### src/rtl/txmon_pkg.sv
package txmon_pkg;

  typedef enum logic [1:0] {
    REF_NONE = 2'd0,
    REF_L0   = 2'd1,
    REF_L1   = 2'd2
  } ref_sel_e;

  localparam int STAT_W   = 16;
  localparam int STAT_F1  = 9;
  localparam int STAT_F2  = 8;
  localparam int NUM_LANE = 3;

  // Reference lane for the lane-2 comparison: first enabled of lane 0, lane 1
  function automatic ref_sel_e lane2_ref(input logic en0, input logic en1);
    if (en0)      return REF_L0;
    else if (en1) return REF_L1;
    else          return REF_NONE;
  endfunction

  // A lane takes part in checking only with port out of reset and FIFO mode on
  function automatic logic lane_live(input logic en, input logic mode, input logic run);
    return en & mode & run;
  endfunction

endpackage

### src/rtl/lane_fifo.sv
module lane_fifo #(
  parameter int DEPTH = 4,
  parameter int DW    = 8,
  localparam int AW   = $clog2(DEPTH),
  localparam int LW   = AW + 1
) (
  input  logic          clk,
  input  logic          rst_n,
  input  logic          push,
  input  logic          pop,
  input  logic [DW-1:0] wdata,
  output logic [DW-1:0] rdata,
  output logic [LW-1:0] level,
  output logic          full,
  output logic          empty
);

  logic [DW-1:0] mem [DEPTH];
  logic [AW-1:0] wr_ptr, rd_ptr;
  logic          push_ok, pop_ok;

  assign full    = (level == LW'(DEPTH));
  assign empty   = (level == '0);
  assign push_ok = push && !full;
  assign pop_ok  = pop && !empty;
  assign rdata   = mem[rd_ptr];

  always_ff @(posedge clk) begin
    if (push_ok) mem[wr_ptr] <= wdata;
  end

  always_ff @(posedge clk or negedge rst_n) begin
    if (!rst_n) begin
      wr_ptr <= '0;
      rd_ptr <= '0;
      level  <= '0;
    end else begin
      if (push_ok) wr_ptr <= wr_ptr + 1'b1;
      if (pop_ok)  rd_ptr <= rd_ptr + 1'b1;
      case ({push_ok, pop_ok})
        2'b10:   level <= level + 1'b1;
        2'b01:   level <= level - 1'b1;
        default: level <= level;
      endcase
    end
  end

  a_r9_no_overflow: assert property (@(posedge clk) disable iff (!rst_n)
    level <= LW'(DEPTH));

  a_r9_full_push_dropped: assert property (@(posedge clk) disable iff (!rst_n)
    (push && full && !pop) |=> (level == LW'(DEPTH)));

  a_r10_empty_pop_dropped: assert property (@(posedge clk) disable iff (!rst_n)
    (pop && empty && !push) |=> (level == '0));

  a_r11_push_pop_balance: assert property (@(posedge clk) disable iff (!rst_n)
    (push && pop && !full && !empty) |=> $stable(level));

endmodule

### src/rtl/lvl_cmp.sv
module lvl_cmp
  import txmon_pkg::*;
#(
  parameter int LW = 3
) (
  input  logic          clk,
  input  logic          rst_n,
  input  logic          mode,
  input  logic [2:0]    en,
  input  logic [LW-1:0] lvl0,
  input  logic [LW-1:0] lvl1,
  input  logic [LW-1:0] lvl2,
  output logic          f1,
  output logic          f2
);

  ref_sel_e      ref2;
  logic          live1, live2;
  logic [LW-1:0] ref2_lvl;
  logic          ref2_valid;

  assign live1 = lane_live(en[1], mode, rst_n);
  assign live2 = lane_live(en[2], mode, rst_n);
  assign ref2  = lane2_ref(en[0], en[1]);

  always_comb begin
    ref2_valid = 1'b1;
    unique case (ref2)
      REF_L0:  ref2_lvl = lvl0;
      REF_L1:  ref2_lvl = lvl1;
      default: begin
        ref2_lvl   = lvl2;
        ref2_valid = 1'b0;
      end
    endcase
  end

  assign f1 = live1 && en[0] && (lvl1 != lvl0);
  assign f2 = live2 && ref2_valid && (lvl2 != ref2_lvl);

  always_comb begin
    if (!rst_n) a_r7_quiet_in_reset: assert (!f1 && !f2);
  end

  a_r1_f1_means_diff: assert property (@(posedge clk) disable iff (!rst_n)
    f1 |-> (lvl1 != lvl0));

  a_r2_f1_needs_lane0: assert property (@(posedge clk) disable iff (!rst_n)
    !en[0] |-> !f1);

  a_r5_f2_needs_reference: assert property (@(posedge clk) disable iff (!rst_n)
    (!en[0] && !en[1]) |-> !f2);

  a_r6_mode_off_quiet: assert property (@(posedge clk) disable iff (!rst_n)
    !mode |-> !(f1 || f2));

  a_r4_f2_lane1_ref: assert property (@(posedge clk) disable iff (!rst_n)
    (f2 && !en[0]) |-> (lvl2 != lvl1));

endmodule

### src/rtl/txmon_top.sv
module txmon_top
  import txmon_pkg::*;
#(
  parameter int DEPTH = 4,
  parameter int DW    = 8,
  localparam int LW   = $clog2(DEPTH) + 1
) (
  input  logic                clk,
  input  logic                rst_n,
  input  logic [2:0]          lane_en,
  input  logic                fifo_mode,
  input  logic [2:0]          push,
  input  logic [2:0]          pop,
  input  logic [3*DW-1:0]     wdata,
  output logic [3*DW-1:0]     rdata,
  output logic [3*LW-1:0]     level,
  output logic [2:0]          full,
  output logic [2:0]          empty,
  output logic                mis_f1,
  output logic                mis_f2,
  output logic [STAT_W-1:0]   stat_word
);

  for (genvar g = 0; g < NUM_LANE; g++) begin : g_lane
    lane_fifo #(.DEPTH(DEPTH), .DW(DW)) fifo_i (
      .clk   (clk),
      .rst_n (rst_n),
      .push  (push[g]),
      .pop   (pop[g]),
      .wdata (wdata[g*DW +: DW]),
      .rdata (rdata[g*DW +: DW]),
      .level (level[g*LW +: LW]),
      .full  (full[g]),
      .empty (empty[g])
    );
  end

  lvl_cmp #(.LW(LW)) cmp_i (
    .clk   (clk),
    .rst_n (rst_n),
    .mode  (fifo_mode),
    .en    (lane_en),
    .lvl0  (level[0*LW +: LW]),
    .lvl1  (level[1*LW +: LW]),
    .lvl2  (level[2*LW +: LW]),
    .f1    (mis_f1),
    .f2    (mis_f2)
  );

  always_comb begin
    stat_word          = '0;
    stat_word[STAT_F1] = mis_f1;
    stat_word[STAT_F2] = mis_f2;
  end

  a_r7_levels_clear: assert property (@(posedge clk)
    !rst_n |-> (level == '0));

endmodule

### config.mk
export PLATFORM = sky130hd
export DESIGN_NAME = txmon_top
export DESIGN_NICKNAME = d
export VERILOG_FILES = /design/src/rtl/txmon_pkg.sv /design/src/rtl/lane_fifo.sv /design/src/rtl/lvl_cmp.sv /design/src/rtl/txmon_top.sv
export SDC_FILE = /design/constraint.sdc
export NUM_CORES = 1
export LEC_CHECK = 0
export BUFFER_PORTS_ARGS = -buffer_cell sky130_fd_sc_hd__buf_2
export CAP_MARGIN = 30
export CORE_MARGIN = 5
export CORE_UTILIZATION = 50
export DETAILED_ROUTE_END_ITERATION = 16
export MAX_ROUTING_LAYER = met4
export PLACE_DENSITY_LB_ADDON = 0.25
export SLEW_MARGIN = 40
export SYNTH_ARGS = -nofsm -noshare
export SYNTH_HDL_FRONTEND = slang
export SYNTH_SLANG_ARGS = --single-unit
export TNS_END_PERCENT = 10
### constraint.sdc
create_clock -name clk -period 1.95 [get_ports clk]
set_input_delay 0.0975 -clock clk [delete_from_list [all_inputs] [get_ports clk]]
set_output_delay 0.0975 -clock clk [all_outputs]
set_load 0.005 [all_outputs]
==> flow_metrics.py, run 1 <==
metrics = {
    "setup_path": {
        "cpPeakStageDelay_ns": 0.43,
        "crit_type": "reg -> out",
        "slowest_stage": "dfrtp_1",
        "path_common_cell": "a211oi_2",
        "crit_chain": "buf_6, nor3b_2, a211oi_2, a211oi_2, a31oi_2, buf_2",
        "required_ns": 1.85,
        "cp-end-kind": "output port",
        "worstPathArrival_ns": 1.79,
        "critPathLaunchType": "flip-flop",
        "critPathMaxFanout": 4,
    },
    "floorplanning": {
        "dieHeight_um": 111,
        "rows": 36,
        "ioPinCount": 93,
        "initial_utilization_pct": 51.5,
        "coreArea_mm2": 0.00982,
        "die_w_um": 111,
        "die_area_mm2": 0.0122,
    },
    "placed_design": {
        "pre_cts_ws_ns": 0.0294,
        "dpl.hpwl_mm": 6.36,
        "portBuffers": 78,
        "gp_congestion": 0.760,
    },
    "cts": {
        "cts_buffer_depth": 2,
        "clkTransAtPathRegs_ns": 0.06,
        "numCtsBuffers": 17,
        "htree_levels": 4,
        "clk-insertion-delay-late_ns": 0.51,
        "cts_tree": "built",
        "cts_sinks": 117,
        "cts-root-buf": "clkbuf_8",
    },
    "drt": {
        "drcViolationCount": 0,
        "wl_mm": 9.66,
        "ant_nets": 0,
        "firstDrtPassIters": 4,
        "vias": 2787,
        "wl_per_cell_um": 17.0,
        "drt_iter0_markers": 87,
        "viasPerCell": 4.91,
    },
    "logic_synthesis": {
        "yosysUniqueCellTypes": 37,
        "netlist_area_mm2": 0.00506,
        "synth_top_family_by_area": "multiplexers",
        "synthMuxAreaShare_pct": 12.0,
        "yosys_warnings": 0,
        "synthSimpleGateAreaFrac_pct": 5.12,
        "ys_seq_area_share_pct": 67.4,
        "yosys.area_share.adder_pct": 4.90,
        "synth-compound-area-share_pct": 1.34,
        "synth-xor-area-share_pct": 3.81,
        "avgSynthCellArea_um2": 17.9,
        "postSynthCellCount": 283,
        "ys_ff_latch": 117,
    },
    "grt": {
        "grt_pass1_wl_mm": 15.6,
        "grt_overflow_total": 0,
        "grtUsageTotal_pct": 16.9,
        "grt_pass1_vias": 2948,
        "grt_max_degree": 18,
        "antenna_found_initial": 0,
    },
    "layout": {
        "diodes": 0,
        "seqCellArea_mm2": 0.00342,
        "area_growth_pct": 31.9,
        "finalNetCount": 476,
        "multiInputGateArea_mm2": 0.00149,
        "n_fill_cell": 705,
        "drive_above_1_share_pct": 46.7,
    },
    "timing": {
        "rsz0062_at_grt": "true",
        "period_share_pct": 96.9,
        "finClkSkew_ns": 0.00921,
        "fmax_mhz": 529,
        "finalWorstSetupSlack_ns": 0.0609,
        "final_max_slew_viol_count": 0,
        "hold_viol_final": 0,
        "finalSetupViolCount": 0,
        "fin_crit_ns": 1.89,
    },
    "power_and_ir_drop": {
        "power_density_mw_per_mm2": 1570,
        "power.total_mw": 10.5,
        "p_leak_nw": 2.66,
        "vdd_drop_max_mv": 0.769,
    },
    "run": {
        "maxCapViolations": 0,
    },
    "status": {
        "status": "finished clean",
    },
    "worst_hold_path": {
        "min-delay-path-class": "in -> reg",
    },
}
-- final cells by class --
cell class | count | share of cell area, %
Sequential cell | 117 | 51.2
Clock inverter | 15 | 3.04
Multi-Input combinational cell | 131 | 22.4
Timing Repair Buffer | 136 | 13.6
Clock buffer | 17 | 6.21
Tap cell | 133 | 2.49
Inverter | 19 | 1.07
-- state kept, by name, indices dropped and copies added, names as in the netlist --
register              count
g_lane.fifo_i.mem        96
g_lane.fifo_i.level       9
g_lane.fifo_i.rd_ptr      6
g_lane.fifo_i.wr_ptr      6
-- kinds of logic after synthesis --
group	count (synthesis)
mux	30
compound gates	9
buf+inv	48
flops	117
xor+xnor	22
fa+ha+maj	18
other cells	1
simple gates	38
-- through the flow --
| step | std cells | hold WS [ns] | setup TNS, ns | instance area, µm² | util, % |
|---|---|---|---|---|---|
| final | 568 | 0.0280 | 0 | 6670 | 67.9 |
| after global routing | 568 | 0.0268 | -0.0781 | 6670 | 67.9 |
| after CTS | 558 | 0.00937 | -0.0176 | 6520 | 66.4 |
| after detailed placement | 498 | -0.0611 | 0 | 5610 | 57.2 |
| after global placement | 498 | -0.0653 | 0 | 5610 | 57.2 |
| after floorplan | 296 | -0.198 | 0 | 5110 | - |
-- metal layers --
layer  GRT usage (%)  wire length (µm)  share of wire [%]  up-vias
li1                -                 -                  -     1294
met4            4.68                60               0.62        0
met3            5.47               388                4.0        4
met2            27.0              5100                 53       71
met5               -                 0                  0        -
met1            20.8              4110                 43     1418
-- worst paths after layout --
path                                            start  cells past startpoint                    endpoint  slack [ns]
setup / recovery            g_lane[1].fifo_i.level[1]                      6                stat_word[8]        0.06
hold / removal                                push[0]                      4  g_lane[0].fifo_i.wr_ptr[0]        0.03
setup reg to reg            g_lane[0].fifo_i.level[1]                     10   g_lane[0].fifo_i.level[2]        0.11
hold reg to reg            g_lane[0].fifo_i.wr_ptr[1]                      1  g_lane[0].fifo_i.wr_ptr[1]        0.56
max in group asynchronous                       rst_n                      3   g_lane[0].fifo_i.level[2]        1.23
min in group asynchronous                       rst_n                      3   g_lane[1].fifo_i.level[0]        0.12
-- synth_stat cells --
| cell type | number | area [µm²] |
|---|---|---|
| nor3_2 | 1 | 10.0 |
| nor2b_4 | 2 | 27.5 |
| buf_2 | 3 | 15.0 |
| a31oi_1 | 2 | 12.5 |
| a2bb2oi_2 | 1 | 15.0 |
| ha_1 | 15 | 188 |
| nand2_1 | 5 | 18.8 |
| fa_1 | 3 | 60.1 |
| nor2_1 | 3 | 11.3 |
| nor2b_1 | 1 | 6.26 |
| and3_4 | 2 | 22.5 |
| buf_4 | 23 | 173 |
| a21oi_1 | 1 | 5.00 |
| nor3_1 | 3 | 15.0 |
| o21ai_0 | 1 | 5.00 |
| xnor2_1 | 14 | 123 |
| xor2_1 | 8 | 70.1 |
| nor2b_2 | 4 | 35.0 |
| and2_1 | 8 | 50.1 |
| inv_1 | 16 | 60.1 |
| dfrtp_1 | 21 | 526 |
| nand2b_1 | 3 | 18.8 |
| o2111ai_1 | 1 | 8.76 |
| and2_2 | 4 | 30.0 |
| inv_2 | 3 | 11.3 |
| clkbuf_1 | 3 | 11.3 |
| mux2i_1 | 3 | 30.0 |
| nand4_1 | 1 | 6.26 |
| mux4_2 | 24 | 541 |
| edfxtp_1 | 96 | 2880 |
| mux2_1 | 1 | 11.3 |
| mux2_2 | 1 | 11.3 |
| o22ai_1 | 1 | 6.26 |
| conb_1 | 1 | 3.75 |
| a211oi_1 | 2 | 15.0 |
| nor3b_1 | 1 | 7.51 |
| mux2_4 | 1 | 15.0 |
-- placed cells by master (no fill, tap or decap), drive strengths merged --
cell type	synthesis	routed
buf	26	108
edfxtp	96	96
dlygate4sd3	0	28
mux4	24	24
inv	19	23
dfrtp	21	21
clkbuf	3	17
ha	15	15
xnor2	14	14
conb	1	14
and2	12	12
xor2	8	8
nor2b	7	7
nand2	5	5
clkinvlp	0	4
bufinv	0	4
nor3	4	4
mux2i	3	3
nor2	3	3
nand2b	3	3
fa	3	3
mux2	3	3
clkinv	0	3
and3	2	2
a211oi	2	2
a31oi	2	2
nand4	1	1
o22ai	1	1
a21oi	1	1
nor3b	1	1
o21ai	1	1
a2bb2oi	1	1
o2111ai	1	1
-- critical path, delay by kind of cell, from the launching register on --
kind | cells | cell delay (ns)
AO/OA/AOI/OAI | 3 | 0.39
buffers and inverters | 2 | 0.29
flip-flops | 1 | 0.43
AND/OR/NAND/NOR | 1 | 0.18
-- timing repair --
item	in CTS	in global routing
endpoints found under the hold margin	119	0
buffers inserted	0	10
pin swaps	0	8
cloned	0	0
setup endpoints to repair	10	7
resized for setup	3	23
hold buffers	28	0
-- where the power goes --
group | switching (mW) | internal (mW) | total (mW)
registers | 0.452 | 3.41 | 3.87
clock network | 1.12 | 2.08 | 3.21
logic | 1.54 | 1.89 | 3.43
total | 3.12 | 7.39 | 10.5
(Power assumes the default switching activity.)
==> inputs of run 2 (changes only) <==
Settings changed: PLACE_DENSITY set to 0.74, PLACE_DENSITY_LB_ADDON 0.25 to not set.
==> run 2 against run 1 <==
  * Via count decreased by 2.1%
  * Sequential share of layout area increased by 1.2 points
  * Worst setup slack got worse by 0.037 ns
  * Final cell count decreased by 1.4%
  * Hold slack improved by 0.012 ns
  * Core utilization decreased by 1.6 points
  * Clock skew increased by 0.0018 ns
  * Register-to-register slack got worse by 0.09 ns
  * Die area unchanged
  * Clock-buffer cell count increased by 3
  * Power decreased by 5.1%
  * First-iteration DRC count decreased by 20%
  * Critical endpoint is now g_lane[2].fifo_i.level[2]
  * Largest power group unchanged
==> flow_metrics.py, run 2 (synthesized netlist as in run 1, its figures left out) <==
metrics = {
    "status": {
        "status": "finished clean",
    },
    "timing": {
        "final_max_slew_viol_count": 0,
        "fmax_mhz": 519,
        "hold_viol_final": 0,
        "finalSetupViolCount": 0,
        "period_share_pct": 98.8,
        "finClkSkew_ns": 0.0110,
        "finalSetupTns_ns": 0,
        "fin_crit_ns": 1.93,
        "fin_hold_ws_ns": 0.0405,
        "rsz0062_at_grt": "true",
    },
    "worst_hold_path": {
        "min-delay-path-class": "in -> reg",
        "hold_depth": 3,
    },
    "grt": {
        "use_met3_pct": 4.60,
        "grt_pass1_wl_mm": 15.0,
        "grt_overflow_total": 0,
        "grt-busiest-layer": "met2",
        "use_met2_pct": 27.7,
        "met1_usage_pct": 19.0,
        "grt_max_degree": 22,
        "antenna_found_initial": 0,
        "grt_pass1_vias": 3011,
        "grtUsageTotal_pct": 16.2,
    },
    "layout": {
        "post-route-util_pct": 66.3,
        "multiInputGateArea_mm2": 0.00145,
        "n_fill_cell": 731,
        "seqCellArea_mm2": 0.00341,
        "finalNetCount": 468,
        "regMostFlops": "g_lane.fifo_i.mem",
        "finalNonFillerCells": 560,
        "final_cell_mix": "96 x edfxtp_1, 78 x buf_2, 27 x dlygate4sd3_1",
        "diodes": 0,
        "largest_registers": "g_lane.fifo_i.mem x96, g_lane.fifo_i.level x9",
        "largest_register_ffs": 96,
        "final_common_cell": "edfxtp_1",
        "area_growth_pct": 28.8,
        "drive_above_1_share_pct": 43.6,
    },
    "setup_path": {
        "path_depth": 10,
        "cp-end-kind": "flip-flop",
        "required_ns": 2.36,
        "path_buf_inv": 3,
        "crit_type": "reg -> reg",
        "crit_chain": "inv_2, nor3_4, nor2b_2, inv_1, ha_2, inv_1, fa_1, xor2_1, nor2_1, xnor2_1",
        "slowest_stage": "dfrtp_1",
        "path_common_cell": "inv_1",
        "crit_family": "adder cells",
        "worstPathArrival_ns": 2.33,
        "critPathLaunchType": "flip-flop",
        "critPathMaxFanout": 4,
        "rr_worst_depth": 10,
        "cpPeakStageDelay_ns": 0.40,
    },
    "floorplanning": {
        "die_w_um": 111,
        "die_area_mm2": 0.0122,
        "dieHeight_um": 111,
        "initial_utilization_pct": 51.5,
        "coreArea_mm2": 0.00982,
        "rows": 36,
        "ioPinCount": 93,
    },
    "cts": {
        "clk-insertion-delay-late_ns": 0.49,
        "htree_levels": 4,
        "cts_sinks": 117,
        "numCtsBuffers": 17,
        "cts-root-buf": "clkbuf_8",
        "clkTransAtPathRegs_ns": 0.06,
        "cts_buffer_depth": 2,
        "cts_tree": "built",
    },
    "drt": {
        "wl_mm": 9.11,
        "wl_per_cell_um": 16.3,
        "firstDrtPassIters": 4,
        "viasPerCell": 4.87,
        "drcViolationCount": 0,
        "vias": 2729,
        "drt_iter0_markers": 70,
        "ant_nets": 0,
    },
    "placed_design": {
        "gp_congestion": 0.792,
        "dpl.cell_count": 496,
        "portBuffers": 78,
        "dpl.hpwl_mm": 6.25,
    },
    "power_and_ir_drop": {
        "vdd_drop_max_mv": 1.03,
        "p_leak_nw": 2.58,
        "power_density_mw_per_mm2": 1530,
    },
    "run": {
        "maxCapViolations": 0,
    },
}
[run 2: cell count changes in the layout (fill, tap and decap cells not counted), moves of 2 or more]
cell and change:
a211oi_1 +2, a211oi_2 -2, buf_4 -6, bufinv_16 -3, clkbuf_8 +3, dfrtp_1 +2
nand2b_1 +2, nand2b_4 -2
[run 2: path summary, 6_finish.rpt]
check,start,end,slack (ns)
max in group asynchronous,rst_n,g_lane[1].fifo_i.level[1],1.53
hold / removal,pop[0],g_lane[0].fifo_i.rd_ptr[0],0.04
setup reg to reg,g_lane[2].fifo_i.level[2],g_lane[2].fifo_i.level[2],0.02
hold reg to reg,g_lane[1].fifo_i.level[0],g_lane[1].fifo_i.level[0],0.53
setup / recovery,g_lane[2].fifo_i.level[2],g_lane[2].fifo_i.level[2],0.02
min in group asynchronous,rst_n,g_lane[1].fifo_i.wr_ptr[1],0.17
[run 2: per-stage QoR]
step / setup WS [ns] / total power [mW] / cell area (µm²)
6_report: 0.0234 / 9.97 / 6510
5_1_grt: -0.0958 / 10.6 / 6510
4_1_cts: 0.00630 / 10.0 / 6460
3_5_place_dp: 0.0255 / 6.99 / 5600
3_3_place_gp: 0.0967 / 6.89 / 5600
2_1_floorplan: 0.0763 / 5.81 / 5110
[run 2: metal layers]
| metal | up-vias | wire [µm] | part of all wire, % |
|---|---|---|---|
| li1 | 1279 | - | - |
| met1 | 1371 | 3810 | 42 |
| met2 | 74 | 4810 | 53 |
| met3 | 5 | 430 | 4.7 |
| met4 | 0 | 65 | 0.71 |
| met5 | - | 0 | 0 |
[run 2: tightest hold or removal path: cells and delay by family]
family,cells,cell delay (ns)
buf+inv,1,0.07
xor+xnor,1,0.09
simple gates,1,0.23
[run 2: final cells by class]
type	count	share of cell area, %
flip-flops and latches	117	52.4
multi-input cells	131	22.2
repair buffers	128	12.9
clock buffers	20	6.99
well taps	133	2.56
clock inverters	12	1.81
inverters	19	1.10
[run 2: what timing repair did]
item,in CTS,in global routing
resized for setup,2,11
endpoints found under the setup margin,2,14
setup buffers,2,3
hold endpoints to repair,119,0
hold buffers,27,0
pin swaps,3,3
[run 2: report_power, final]
group,switching [mW],internal (mW)
logic,1.48,1.77
clock network,1.10,1.81
registers,0.409,3.40
total,2.99,6.98
==> inputs of run 3 (changes only) <==
Settings changed: GPL_TIMING_DRIVEN set to 0, SYNTH_HIERARCHICAL set to 1.
==> run 3 against run 2 <==
  * Sequential power is essentially flat
  * Design area up 6.0%
  * Maximum frequency barely moved
  * Critical path depth is 1 lower
  * Core utilization up 4.3 points
  * Clock power rose by 14%
  * Via count up 2.3%
  * Highest routed layer unchanged
==> flow_metrics.py, run 3 <==
metrics = {
    "timing": {
        "final_max_slew_viol_count": 0,
        "finalSetupViolCount": 0,
        "rsz0062_at_grt": "true",
        "fin_crit_ns": 1.93,
        "finClkSkew_ns": 0.00850,
        "hold_viol_final": 0,
        "period_share_pct": 98.9,
        "fmax_mhz": 519,
    },
    "layout": {
        "largest_register_ffs": 96,
        "finalNonFillerCells": 576,
        "drive_above_1_share_pct": 49.9,
        "largest_registers": "g_lane.fifo_i/mem x96, g_lane.fifo_i/level x9",
        "final_cell_mix": "96 x edfxtp_1, 76 x buf_2, 36 x buf_4",
        "area_growth_pct": 37.7,
        "final_common_cell": "edfxtp_1",
        "post-route-util_pct": 70.6,
        "diodes": 0,
        "finalNetCount": 484,
        "regMostFlops": "g_lane.fifo_i/mem",
        "final_cell_area_mm2": 0.00690,
    },
    "power_and_ir_drop": {
        "power_density_mw_per_mm2": 1570,
        "p_leak_nw": 2.81,
        "vdd_drop_max_mv": 0.810,
    },
    "cts": {
        "clk-insertion-delay-late_ns": 0.51,
        "clkTransAtPathRegs_ns": 0.06,
        "cts_buffer_depth": 2,
        "cts-root-buf": "clkbuf_8",
        "htree_levels": 4,
        "numCtsBuffers": 17,
        "cts_tree": "built",
        "cts_sinks": 117,
    },
    "logic_synthesis": {
        "netlist_area_mm2": 0.00501,
        "yosys-top-cells-area": "edfxtp_1 57%, mux4_2 11%, dfrtp_1 10%",
        "ys_seq_area_share_pct": 68.0,
        "yosysUniqueCellTypes": 26,
        "synthArstFlopShare_pct": 17.9,
        "synth_enable_flop_cells": 96,
        "avgSynthCellArea_um2": 18.7,
        "synth_most_common_cell": "edfxtp_1",
        "postSynthCellCount": 268,
        "synth_top_area_cell": "edfxtp_1",
        "synthFlopType": "edfxtp_1",
        "synth_top_area_share_pct": 57.5,
        "synthTopCellsByCount": "96 x edfxtp_1, 24 x mux4_2, 21 x dfrtp_1, 18 x inv_1, 16 x buf_4",
        "yosys_warnings": 6,
        "ys_ff_latch": 117,
    },
    "run": {
        "maxCapViolations": 0,
    },
    "grt": {
        "grtUsageTotal_pct": 18.2,
        "grt_overflow_total": 0,
        "grt_pass1_vias": 3062,
        "grt_max_degree": 24,
        "antenna_found_initial": 0,
        "grt_pass1_wl_mm": 15.3,
    },
    "drt": {
        "wl_per_cell_um": 16.6,
        "wl_mm": 9.58,
        "drcViolationCount": 0,
        "viasPerCell": 4.85,
        "firstDrtPassIters": 4,
        "drt_iter0_markers": 105,
        "vias": 2793,
        "ant_nets": 0,
    },
    "floorplanning": {
        "initial_utilization_pct": 51.3,
        "die_w_um": 110,
        "coreArea_mm2": 0.00977,
        "rows": 36,
        "ioPinCount": 93,
        "die_area_mm2": 0.0121,
        "dieHeight_um": 110,
    },
    "status": {
        "status": "finished clean",
    },
    "setup_path": {
        "path_depth": 9,
        "cp-end-kind": "flip-flop",
        "required_ns": 2.38,
        "critPathLaunchType": "flip-flop",
        "critPathMaxFanout": 6,
        "worstPathArrival_ns": 2.36,
        "cpPeakStageDelay_ns": 0.46,
        "rr_worst_depth": 9,
        "path_buf_inv": 2,
        "crit_family": "adder cells",
        "crit_chain": "nor3b_4, nor2b_4, inv_1, ha_2, inv_1, fa_2, xor2_1, nor2_1, xor2_1",
        "slowest_stage": "dfrtp_2",
        "crit_type": "reg -> reg",
    },
    "placed_design": {
        "portBuffers": 78,
        "dpl.hpwl_mm": 5.93,
        "dpl.cell_count": 492,
        "placed_area_mm2": 0.00562,
        "gp_congestion": 0.693,
    },
    "worst_hold_path": {
        "min-delay-path-class": "in -> async",
    },
}
==> run 3: power by group <==
| part | switching [mW] | internal [mW] | leakage [nW] |
|---|---|---|---|
| clock | 1.00 | 2.33 | 0.320 |
| combinational | 1.66 | 2.03 | 1.38 |
| sequential | 0.369 | 3.42 | 1.12 |
==> run 3: kinds of logic (layout without fill, tap and decap cells) <==
logic type               after synthesis  count (layout)  share of synthesized area, %
adder cells (fa/ha/maj)               18              18                          4.94
buffers and inverters                 40             202                          4.27
multiplexers                          30              30                          12.3
AND/OR/NAND/NOR                       29              29                          4.79
other                                  1              14                        0.0748
XOR/XNOR                              24              24                          4.19
AO/OA/AOI/OAI                          9               9                          1.47
flip-flops                           117             117                          68.0
==> run 3: worst register-to-register path, cell delays in order (launching register included) <==
cell and delay, ns:
dfrtp_2 0.46, nor3b_4 0.26, nor2b_4 0.06, inv_1 0.07, ha_2 0.18, inv_1 0.05
fa_2 0.33, xor2_1 0.15, nor2_1 0.14, xor2_1 0.16
==> run 3: stage by stage <==
step           TNS (ns)  worst slack (ns)  hold WS, ns  power [mW]
3_3_place_gp     -0.225            -0.103       0.0972        6.73
3_5_place_dp     -0.346            -0.142        0.101        6.86
4_1_cts         -0.0410           -0.0285       0.0211        10.8
6_report              0            0.0218       0.0427        10.8
2_1_floorplan         0            0.0177       -0.198        5.80
5_1_grt          -0.278           -0.0852       0.0411        11.5
==> run 3: area by class of cell <==
type / instances / area (µm²)
fill: 647 / 2870
tap: 133 / 166
timing repair buffer: 131 / 938
buffer: 21 / 153
multi-input combinational: 124 / 1510
inverter: 18 / 67.6
clock inverter: 9 / 173
clock buffer: 23 / 477
sequential: 117 / 3420
==> run 3: worst paths after layout <==
path | from | to | slack (ns)
worst max-delay path | g_lane[2].fifo_i/level[1] | g_lane[2].fifo_i/level[2] | 0.02
worst min-delay path | rst_n | g_lane[2].fifo_i/wr_ptr[0] | 0.04
worst max register to register | g_lane[2].fifo_i/level[1] | g_lane[2].fifo_i/level[2] | 0.02
worst min register to register | g_lane[2].fifo_i/level[2] | g_lane[2].fifo_i/level[2] | 0.56
max in group asynchronous | rst_n | g_lane[0].fifo_i/level[1] | 1.63
min in group clk | push[1] | g_lane[1].fifo_i/wr_ptr[0] | 0.05
==> run 3: per-layer routing <==
metal / wire, µm / global-route usage, % / vias up / share of wire, %
met1: 3930 / 20.2 / 1404 / 41
met3: 404 / 5.30 / 13 / 4.2
met5: 0 / - / - / 0
met4: 145 / 7.21 / 0 / 1.5
met2: 5110 / 31.0 / 74 / 53
li1: - / - / 1302 / -
==> run 3: repair_timing <==
action | in CTS | in global routing
hold endpoints to repair | 125 | 0
pin swaps | 7 | 15
buffers inserted | 16 | 7
hold buffers | 30 | 0
resized for setup | 20 | 13
endpoints found under the setup margin | 28 | 8
